===== src/rtl/cvu_pkg.sv =====
package cvu_pkg;
  localparam int CASCADE_LINE = 2;

  typedef struct packed {
    logic ackMaster;
    logic ackSlave;
    logic cascadeSet;
    logic eoiMaster;
    logic eoiSlave;
    logic trigWrMaster;
    logic trigWrSlave;
    logic issueVector;
  } cvuStrobes_t;
endpackage


===== src/rtl/pic_core.sv =====
module pic_core #(
  parameter int LINES = 8,
  parameter logic [LINES-1:0] TRIG_MASK = '1,
  localparam int IW = $clog2(LINES)
) (
  input  logic             clk,
  input  logic             rstN,
  input  logic [LINES-1:0] lineIn,
  input  logic [LINES-1:0] maskIn,
  input  logic             trigWr,
  input  logic [LINES-1:0] trigData,
  input  logic             ackDo,
  input  logic [IW-1:0]    ackIdx,
  input  logic             eoiDo,
  input  logic [LINES-1:0] forceSet,
  output logic             winValid,
  output logic [IW-1:0]    winIdx,
  output logic [LINES-1:0] irrOut,
  output logic [LINES-1:0] trigOut
);
  logic [LINES-1:0] trig, irr, lastLvl, isr;
  logic [LINES-1:0] pendMasked, ackVec, eoiVec;
  logic [IW-1:0] isrIdx;
  logic pendAny, isrAny;

  always_comb begin
    pendMasked = irr & ~maskIn;
    pendAny = |pendMasked;
    isrAny = |isr;
    winIdx = '0;
    isrIdx = '0;
    for (int i = LINES - 1; i >= 0; i--) begin
      if (pendMasked[i]) winIdx = IW'(i);
      if (isr[i]) isrIdx = IW'(i);
    end
    winValid = pendAny && (!isrAny || (winIdx < isrIdx));
    ackVec = '0;
    eoiVec = '0;
    if (ackDo) ackVec[ackIdx] = 1'b1;
    if (eoiDo && isrAny) eoiVec[isrIdx] = 1'b1;
  end

  always_ff @(posedge clk) begin
    if (!rstN) begin
      trig <= '0;
      irr <= '0;
      lastLvl <= '0;
      isr <= '0;
    end else begin
      if (trigWr) trig <= trigData & TRIG_MASK;
      lastLvl <= lineIn;
      for (int i = 0; i < LINES; i++) begin
        if (forceSet[i]) irr[i] <= 1'b1;
        else if (trig[i]) irr[i] <= lineIn[i];
        else irr[i] <= (irr[i] | (lineIn[i] & ~lastLvl[i])) & ~ackVec[i];
      end
      isr <= (isr & ~eoiVec) | ackVec;
    end
  end

  assign irrOut = irr;
  assign trigOut = trig;
endmodule


===== src/rtl/cascade_ctrl.sv =====
module cascade_ctrl
  import cvu_pkg::*;
#(
  parameter int IW = 3
) (
  input  logic          ackStrobe,
  input  logic          masterWinValid,
  input  logic [IW-1:0] masterWinIdx,
  input  logic          slaveWinValid,
  input  logic          eoiStrobe,
  input  logic          eoiSlave,
  input  logic          trigWr,
  input  logic          trigWrSlave,
  output cvuStrobes_t   strobes
);
  always_comb begin
    strobes.issueVector  = ackStrobe;
    strobes.ackMaster    = ackStrobe && masterWinValid;
    strobes.ackSlave     = strobes.ackMaster && (masterWinIdx == IW'(CASCADE_LINE))
                           && slaveWinValid;
    strobes.cascadeSet   = slaveWinValid && !strobes.ackSlave;
    strobes.eoiMaster    = eoiStrobe && !eoiSlave;
    strobes.eoiSlave     = eoiStrobe && eoiSlave;
    strobes.trigWrMaster = trigWr && !trigWrSlave;
    strobes.trigWrSlave  = trigWr && trigWrSlave;
  end
endmodule


===== src/rtl/vector_path.sv =====
module vector_path
  import cvu_pkg::*;
#(
  parameter int IW = 3,
  parameter int BASE_W = 5,
  localparam int VW = BASE_W + IW
) (
  input  logic              clk,
  input  logic              rstN,
  input  cvuStrobes_t       strobes,
  input  logic [BASE_W-1:0] masterBase,
  input  logic [BASE_W-1:0] slaveBase,
  input  logic              masterWinValid,
  input  logic [IW-1:0]     masterWinIdx,
  input  logic              slaveWinValid,
  input  logic [IW-1:0]     slaveWinIdx,
  output logic [VW-1:0]     vector,
  output logic              vectorValid,
  output logic              cpuIrq
);
  localparam logic [IW-1:0] SPUR = '1;
  logic [VW-1:0] vecNext;

  always_comb begin
    if (!masterWinValid) vecNext = {masterBase, SPUR};
    else if (masterWinIdx != IW'(CASCADE_LINE)) vecNext = {masterBase, masterWinIdx};
    else if (slaveWinValid) vecNext = {slaveBase, slaveWinIdx};
    else vecNext = {slaveBase, SPUR};
  end

  always_ff @(posedge clk) begin
    if (!rstN) begin
      vector <= '0;
      vectorValid <= 1'b0;
      cpuIrq <= 1'b0;
    end else begin
      vectorValid <= strobes.issueVector;
      if (strobes.issueVector) vector <= vecNext;
      cpuIrq <= masterWinValid;
    end
  end
endmodule


===== src/rtl/cascade_vector_unit.sv =====
module cascade_vector_unit
  import cvu_pkg::*;
#(
  parameter int LINES = 8,
  parameter int BASE_W = 5,
  parameter logic [LINES-1:0] MASTER_TRIG_MASK = 8'hF8,
  parameter logic [LINES-1:0] SLAVE_TRIG_MASK = 8'hDE,
  localparam int IW = $clog2(LINES)
) (
  input  logic                 clk,
  input  logic                 rstN,
  input  logic [2*LINES-1:0]   reqLines,
  input  logic                 ackStrobe,
  input  logic [BASE_W-1:0]    masterBase,
  input  logic [BASE_W-1:0]    slaveBase,
  input  logic [LINES-1:0]     masterMask,
  input  logic [LINES-1:0]     slaveMask,
  input  logic                 eoiStrobe,
  input  logic                 eoiSlave,
  input  logic                 trigWr,
  input  logic                 trigWrSlave,
  input  logic [LINES-1:0]     trigData,
  output logic                 cpuIrq,
  output logic [BASE_W+IW-1:0] vector,
  output logic                 vectorValid,
  output logic [LINES-1:0]     masterTrig,
  output logic [LINES-1:0]     slaveTrig
);
  cvuStrobes_t strobes;
  logic masterWinValid, slaveWinValid;
  logic [IW-1:0] masterWinIdx, slaveWinIdx;
  logic [LINES-1:0] masterIrr, slaveIrr, cascadeVec;

  always_comb begin
    cascadeVec = '0;
    cascadeVec[CASCADE_LINE] = strobes.cascadeSet;
  end

  pic_core #(.LINES(LINES), .TRIG_MASK(MASTER_TRIG_MASK)) uMaster (
    .clk(clk), .rstN(rstN), .lineIn(reqLines[LINES-1:0]), .maskIn(masterMask),
    .trigWr(strobes.trigWrMaster), .trigData(trigData),
    .ackDo(strobes.ackMaster), .ackIdx(masterWinIdx), .eoiDo(strobes.eoiMaster),
    .forceSet(cascadeVec), .winValid(masterWinValid), .winIdx(masterWinIdx),
    .irrOut(masterIrr), .trigOut(masterTrig));

  pic_core #(.LINES(LINES), .TRIG_MASK(SLAVE_TRIG_MASK)) uSlave (
    .clk(clk), .rstN(rstN), .lineIn(reqLines[2*LINES-1:LINES]), .maskIn(slaveMask),
    .trigWr(strobes.trigWrSlave), .trigData(trigData),
    .ackDo(strobes.ackSlave), .ackIdx(slaveWinIdx), .eoiDo(strobes.eoiSlave),
    .forceSet('0), .winValid(slaveWinValid), .winIdx(slaveWinIdx),
    .irrOut(slaveIrr), .trigOut(slaveTrig));

  cascade_ctrl #(.IW(IW)) uCtrl (
    .ackStrobe(ackStrobe), .masterWinValid(masterWinValid), .masterWinIdx(masterWinIdx),
    .slaveWinValid(slaveWinValid), .eoiStrobe(eoiStrobe), .eoiSlave(eoiSlave),
    .trigWr(trigWr), .trigWrSlave(trigWrSlave), .strobes(strobes));

  vector_path #(.IW(IW), .BASE_W(BASE_W)) uVec (
    .clk(clk), .rstN(rstN), .strobes(strobes), .masterBase(masterBase),
    .slaveBase(slaveBase), .masterWinValid(masterWinValid), .masterWinIdx(masterWinIdx),
    .slaveWinValid(slaveWinValid), .slaveWinIdx(slaveWinIdx), .vector(vector),
    .vectorValid(vectorValid), .cpuIrq(cpuIrq));
endmodule


===== config.mk =====
export PLATFORM = sky130hd
export DESIGN_NAME = cascade_vector_unit
export DESIGN_NICKNAME = d
export VERILOG_FILES = /design/src/rtl/cvu_pkg.sv /design/src/rtl/pic_core.sv /design/src/rtl/cascade_ctrl.sv /design/src/rtl/vector_path.sv /design/src/rtl/cascade_vector_unit.sv
export SDC_FILE = /design/constraint.sdc
export NUM_CORES = 1
export LEC_CHECK = 0
export BUFFER_PORTS_ARGS = -buffer_cell sky130_fd_sc_hd__buf_2
export CAP_MARGIN = 10
export CORE_MARGIN = 10
export CORE_UTILIZATION = 40
export CTS_BUF_LIST = sky130_fd_sc_hd__clkbuf_8
export DETAILED_ROUTE_END_ITERATION = 6
export GPL_TIMING_DRIVEN = 0
export PLACE_DENSITY = 0.62
export SLEW_MARGIN = 40
export SYNTH_ARGS = -nofsm -noshare
export SYNTH_HDL_FRONTEND = slang
export SYNTH_SLANG_ARGS = --single-unit

===== constraint.sdc =====
create_clock -name clk -period 7.5 [get_ports clk]
set_input_delay 0.375 -clock clk [delete_from_list [all_inputs] [get_ports clk]]
set_output_delay 0.375 -clock clk [all_outputs]
set_load 0.03 [all_outputs]

Word level (Yosys, flattened, before mapping)
Cells that the tools add are included.
{ "word_totals": {"in_bits": 57, "regBits": 69, "out_inout_bits": 26} }
{ "classes": {"n_eq_ne": 2, "n_lt_le_gt_ge": 10, "muxes": 59, "n_bitwise": 90, "n_reduce_logical": 27} }
{ "op_table": {"columns": ["operator", "n"], "rows": [
  ["$mux 3", 33],
  ["$mux 8", 6],
  ["$and 1x1->1", 32],
  ["$and 8x8->8", 4],
  ["$not 1->1", 32],
  ["$not 8->8", 4],
  ["$reduce_or 8->1", 4],
  ["$logic_and 1x1->1", 16],
  ["$lt 3x4->1 const B", 4],
  ["$mux 1", 16],
  ["$or 1x1->1", 16],
  ["$or 8x8->8", 2],
  ["$demux 1 s3", 4],
  ["$ge 3x1->1 const B", 4],
  ["$lt 3x3->1", 2],
  ["$logic_not 1->1", 5],
  ["$eq 3x2->1 const B", 1],
  ["$ne 3x2->1 const B", 1],
  ["$logic_or 1x1->1", 2]
]} }

Depth between registers and ports, before layout
{ "depth": {"ltp_word": 20, "depth_mapped": 12, "depth_no_buf": 12} }

Hierarchy
A second synthesis with hierarchy kept.
{ "unflattened": {"cells_unflattened": 395, "area_unflattened_um2": 3432.0} }
{ "by_module_without_submodules": {"columns": ["mod", "cells_each", "area_per_inst_um2", "instances", "seq_area_each_um2"], "rows": [
  ["pic_core (uSlave)", 170, 1470.2, 1, 600.6],
  ["pic_core (uMaster)", 169, 1451.4, 1, 580.6],
  ["vector_path", 44, 425.4, 1, 200.2],
  ["cascade_ctrl", 11, 81.3, 1, 0.0],
  ["cascade_vector_unit", 1, 3.8, 1, 0.0]
]} }

Worst setup path before layout
No wires, ideal clock.
{ "synth_path": {"path_kind": "input -> register", "from": "in masterMask[2]", "to": "reg uSlave.irr[6], in the netlist uSlave.irrOut[6]", "path_buffers": 1, "path_stages": 10, "slack_ns": 5.012, "arrival_ns": 2.371, "t_required_ns": 7.384, "cell_sequence": "nand2b_1 -> o21a_1 -> nand2_1 -> a21oi_1 -> ha_1 -> o21ai_1 -> o31ai_2 -> buf_6 -> or4_4 -> o211a_1"} }
{ "synth_via": {"elab_chain_len": 15, "word_cells_on_any_way": 17} }
{ "synth_rtl": {"columns": ["item", "line_no", "rtl"], "rows": [
  ["start, declared", "cascade_vector_unit.sv:16", "input logic [LINES-1:0] masterMask,"],
  ["$not 8->8 (*)", "pic_core.sv:27", "pendMasked = irr & ~maskIn;"],
  ["$and 8x8->8 (*)", "pic_core.sv:27", null],
  ["$mux 3 (3 in series)", "pic_core.sv:33", "if (pendMasked[i]) winIdx = IW'(i);"],
  ["$lt 3x3->1", "pic_core.sv:36", "winValid = pendAny && (!isrAny || (winIdx < isrIdx));"],
  ["$logic_or 1x1->1", "pic_core.sv:36", null],
  ["$logic_and 1x1->1", "pic_core.sv:36", null],
  ["$logic_and 1x1->1", "cascade_ctrl.sv:18", "strobes.ackMaster = ackStrobe && masterWinValid;"],
  ["$logic_and 1x1->1 (*)", "cascade_ctrl.sv:19", "strobes.ackSlave = strobes.ackMaster && (masterWinIdx == IW'(CASCADE_LINE))"],
  ["$logic_and 1x1->1 (*)", "cascade_ctrl.sv:20", "&& slaveWinValid;"],
  ["$mux 8 (*)", "pic_core.sv:39", "if (ackDo) ackVec[ackIdx] = 1'b1;"],
  ["$not 1->1 (*)", "pic_core.sv:55", "else irr[i] <= (irr[i] | (lineIn[i] & ~lastLvl[i])) & ~ackVec[i];"],
  ["$and 1x1->1 (*)", "pic_core.sv:55", null],
  ["$mux 1 (*)", "pic_core.sv:54", "else if (trig[i]) irr[i] <= lineIn[i];"],
  ["end signal, assigned by index", "pic_core.sv:54", null],
  ["end signal, assigned by index", "pic_core.sv:55", null],
  ["end, declared", "pic_core.sv:21", "logic [LINES-1:0] trig, irr, lastLvl, isr;"]
]} }
Mark *: on every way between the ends. The rest lies on a longest branch, timed or not.
A chain may end at the register's enable or synchronous reset.

Final worst setup path
{ "layout_path": {"from": "reg uMaster.irr[1], in the netlist uMaster.irrOut[1]", "to": "reg uSlave.irr[6], in the netlist uSlave.irrOut[6]"} }
{ "layout_via": {"elab_chain_len": 13, "word_cells_on_any_way": 15} }
{ "layout_rtl": {"columns": ["item", "line_no"], "rows": [
  ["start, declared", "pic_core.sv:21"],
  ["start signal, assigned by index", "pic_core.sv:54"],
  ["start signal, assigned by index", "pic_core.sv:55"],
  ["$and 8x8->8 (*)", "pic_core.sv:27"],
  ["$mux 3 (2 in series)", "pic_core.sv:33"],
  ["$lt 3x3->1", "pic_core.sv:36"],
  ["$logic_or 1x1->1", "pic_core.sv:36"],
  ["$logic_and 1x1->1", "pic_core.sv:36"],
  ["$logic_and 1x1->1", "cascade_ctrl.sv:18"],
  ["$logic_and 1x1->1 (*)", "cascade_ctrl.sv:19"],
  ["$logic_and 1x1->1 (*)", "cascade_ctrl.sv:20"],
  ["$mux 8 (*)", "pic_core.sv:39"],
  ["$not 1->1 (*)", "pic_core.sv:55"],
  ["$and 1x1->1 (*)", "pic_core.sv:55"],
  ["$mux 1 (*)", "pic_core.sv:54"]
]} }
Marked as above.

==> impl_metrics.ini <==
[run_status]
status = finished clean

[worst_setup_path]
max_stage_delay_ns = 0.56
crit_path_max_fanout = 10
crit_slowest_cell = or4_4
cp-start-kind = register
crit_chain = nor2b_1 -> nor2_1 -> nand2_1 -> a21oi_1 -> ha_1 -> o21ai_1 -> o31ai_2 -> buf_6 -> or4_4 -> o211a_1
worstPathArrival_ns = 3.12
end_kind = register
required_ns = 7.74
path_class = reg2reg

[placed_design]
hpwl_um = 7630
place_ws_ns = 4.53
place_congestion = 0.864
portBuffers = 74
postPlaceCellArea_um2 = 3980

[yosys]
syn_area_um2 = 3460
avgSynthCellArea_um2 = 8.43
syn_inst = 410
seq_area_frac_synth_pct = 39.9
synth_edf_count = 0
ys_ff_latch = 69
synthArstFlopShare_pct = 0
yosysWarnings = 0
yosysUniqueCellTypes = 51
synth_ff_type = dfxtp_1

[clock_tree]
root_buffer = clkbuf_8
cts_tree = built
cts_resized = 0
cts_hold_buf = 0
cts_buffers = 9
cts_setup_buffers = 0
clkTransAtPathRegs_ns = 0.08
cts.sinks = 69
cts_buffer_depth = 2
cts-htree-levels = 3
clock_latency_ns = 0.34

[timing]
clock_skew_ns = 0.00851
hold_violations = 0
drv_slew = 0
tns_ns = 0
tightestPinTransition_ns = 0.733
finalCriticalPeriod_ns = 2.88
rsz0062_at_grt = no
max_slew_margin_pct = 50.5
setup_ws_ns = 4.62
max_freq_mhz = 348
setup_viol = 0
fin_crit_sh_pct = 38.3

[finish]
antennaDiodeCount = 0
multi_input_area_um2 = 1930
fin_util_pct = 50.1
final_common_cell = buf_2
mostFrequentLayoutCells = buf_2 (74), dfxtp_1 (69), o21ai_0 (35), nand2_1 (33), nor2b_1 (31)
regArea_um2 = 1380
n_fill_cell = 830
final_nets = 559
finalInstanceArea_um2 = 4160
drive_above_1_share_pct = 21.0
area_delta_synth_final_pct = 20.3

[floorplanning]
die-width_um = 113
ios = 83
core_um2 = 8300
die_h_um = 113
dieArea_um2 = 12800
initial_core_util_pct = 41.7
num_rows = 33

[power_and_ir_drop]
power.share.sequential_pct = 45.5
clock_power_share_pct = 31.1
power_density_nw_per_um2 = 216
power.internal_uw = 602
switching_share_pct = 32.9
power.leakage_nw = 1.78
peakVddDrop_mv = 0.118
power_frac_comb_pct = 23.4
power_switching_uw = 295

[drt]
dr.pass1.iters = 4
drc = 0
final_antenna_net_count = 0
viasPerCell = 5.24
wl_per_cell_um = 15.7
vias = 3193
drtIter0Drc = 153
drt_wl_total_um = 9560

[flow_run]
drv_cap = 0

[global_route]
grt_pass1_wl_um = 16000
grt_antenna_before_repair = 0
grt_pass1_vias = 3309
track_usage_pct = 15.0
grt.overflow.total = 0
grt_max_degree = 14

[worst_hold_path]
min_path_type = in2reg
cells in the mapped netlist (9+ instances only):
library cell | n | area, um^2
inv_1 | 16 | 60.1
nor2_1 | 21 | 78.8
mux2i_1 | 10 | 100
nand3_1 | 9 | 45.0
nor2b_1 | 31 | 194
a21boi_0 | 20 | 150
a21oi_1 | 11 | 55.1
nor3_1 | 11 | 55.1
and2_1 | 28 | 175
nand2b_1 | 16 | 100
clkbuf_1 | 12 | 45.0
nand2_1 | 33 | 124
dfxtp_1 | 69 | 1380
o21ai_0 | 35 | 175
state kept, by name, indices dropped and copies added, names as in the netlist:
| signal | flops |
|---|---|
| uMaster.lastLvl | 8 |
| uSlave.irrOut | 8 |
| uSlave.trigOut | 6 |
| uVec.cpuIrq | 1 |
| uSlave.lastLvl | 8 |
| uVec.vectorValid | 1 |
| uMaster.irrOut | 8 |
| uSlave.isr | 8 |
| uVec.vector | 8 |
| uMaster.trigOut | 5 |
| uMaster.isr | 8 |
metrics by stage:
stage,hold slack (ns),power [mW],std cells
finish,0.243,0.897,609
global route,0.243,0.949,609
CTS,0.232,0.904,609
detailed placement,0.470,0.625,593
global placement,0.460,0.621,593
floorplan,0.459,0.561,414
worst paths after layout:
path	start	end	slack, ns	cells after the start
worst min register to register	uSlave.trigOut[7]	uSlave.irrOut[7]	0.48	2
worst max register to register	uMaster.irrOut[1]	uSlave.irrOut[6]	4.62	10
worst max-delay path	uMaster.irrOut[1]	uSlave.irrOut[6]	4.62	10
worst min-delay path	reqLines[12]	uSlave.lastLvl[4]	0.24	2
critical path, delay by kind of cell (launching register included):
kind | cells | cell delay [ns]
AND/OR/NAND/NOR | 4 | 1.24
flip-flops | 1 | 0.33
AO/OA/AOI/OAI | 4 | 0.70
buffers and inverters | 1 | 0.18
adder cells (fa/ha/maj) | 1 | 0.33
power groups by stage:
| stage | Sequential [mW] | Combinational [mW] | Clock (mW) |
|---|---|---|---|
| floorplan | 0.431 | 0.130 | 0 |
| global placement | 0.416 | 0.205 | 0 |
| detailed placement | 0.417 | 0.208 | 0 |
| CTS | 0.408 | 0.210 | 0.287 |
| global route | 0.412 | 0.235 | 0.303 |
| finish | 0.408 | 0.210 | 0.279 |
per-layer routing:
layer  vias up  share of wire [%]  GRT usage [%]
li1       1638                  -              -
met1      1453                 47           19.1
met2        88                 44           23.4
met3        14                6.9           4.33
met4         0                1.8           6.01
met5         -                  0              0
kinds of logic after synthesis:
group	count (synthesis)	share of synthesized area (%)
AND/OR/NAND/NOR	176	27.9
flip-flops	69	39.9
multiplexers	10	2.89
buffers and inverters	35	4.56
AO/OA/AOI/OAI	116	23.5
adder cells (fa/ha/maj)	3	1.09
other	1	0.108
final cells by class:
| cell class | count | share of cell area [%] |
|---|---|---|
| multi-input cells | 310 | 46.5 |
| flip-flops and latches | 69 | 33.2 |
| repair buffers | 74 | 8.90 |
| clock buffers | 10 | 3.31 |
| well taps | 105 | 3.16 |
| plain buffers | 18 | 2.26 |
| inverters | 17 | 1.53 |
| clock inverters | 6 | 1.14 |
Power figures use the tool's default switching activity.
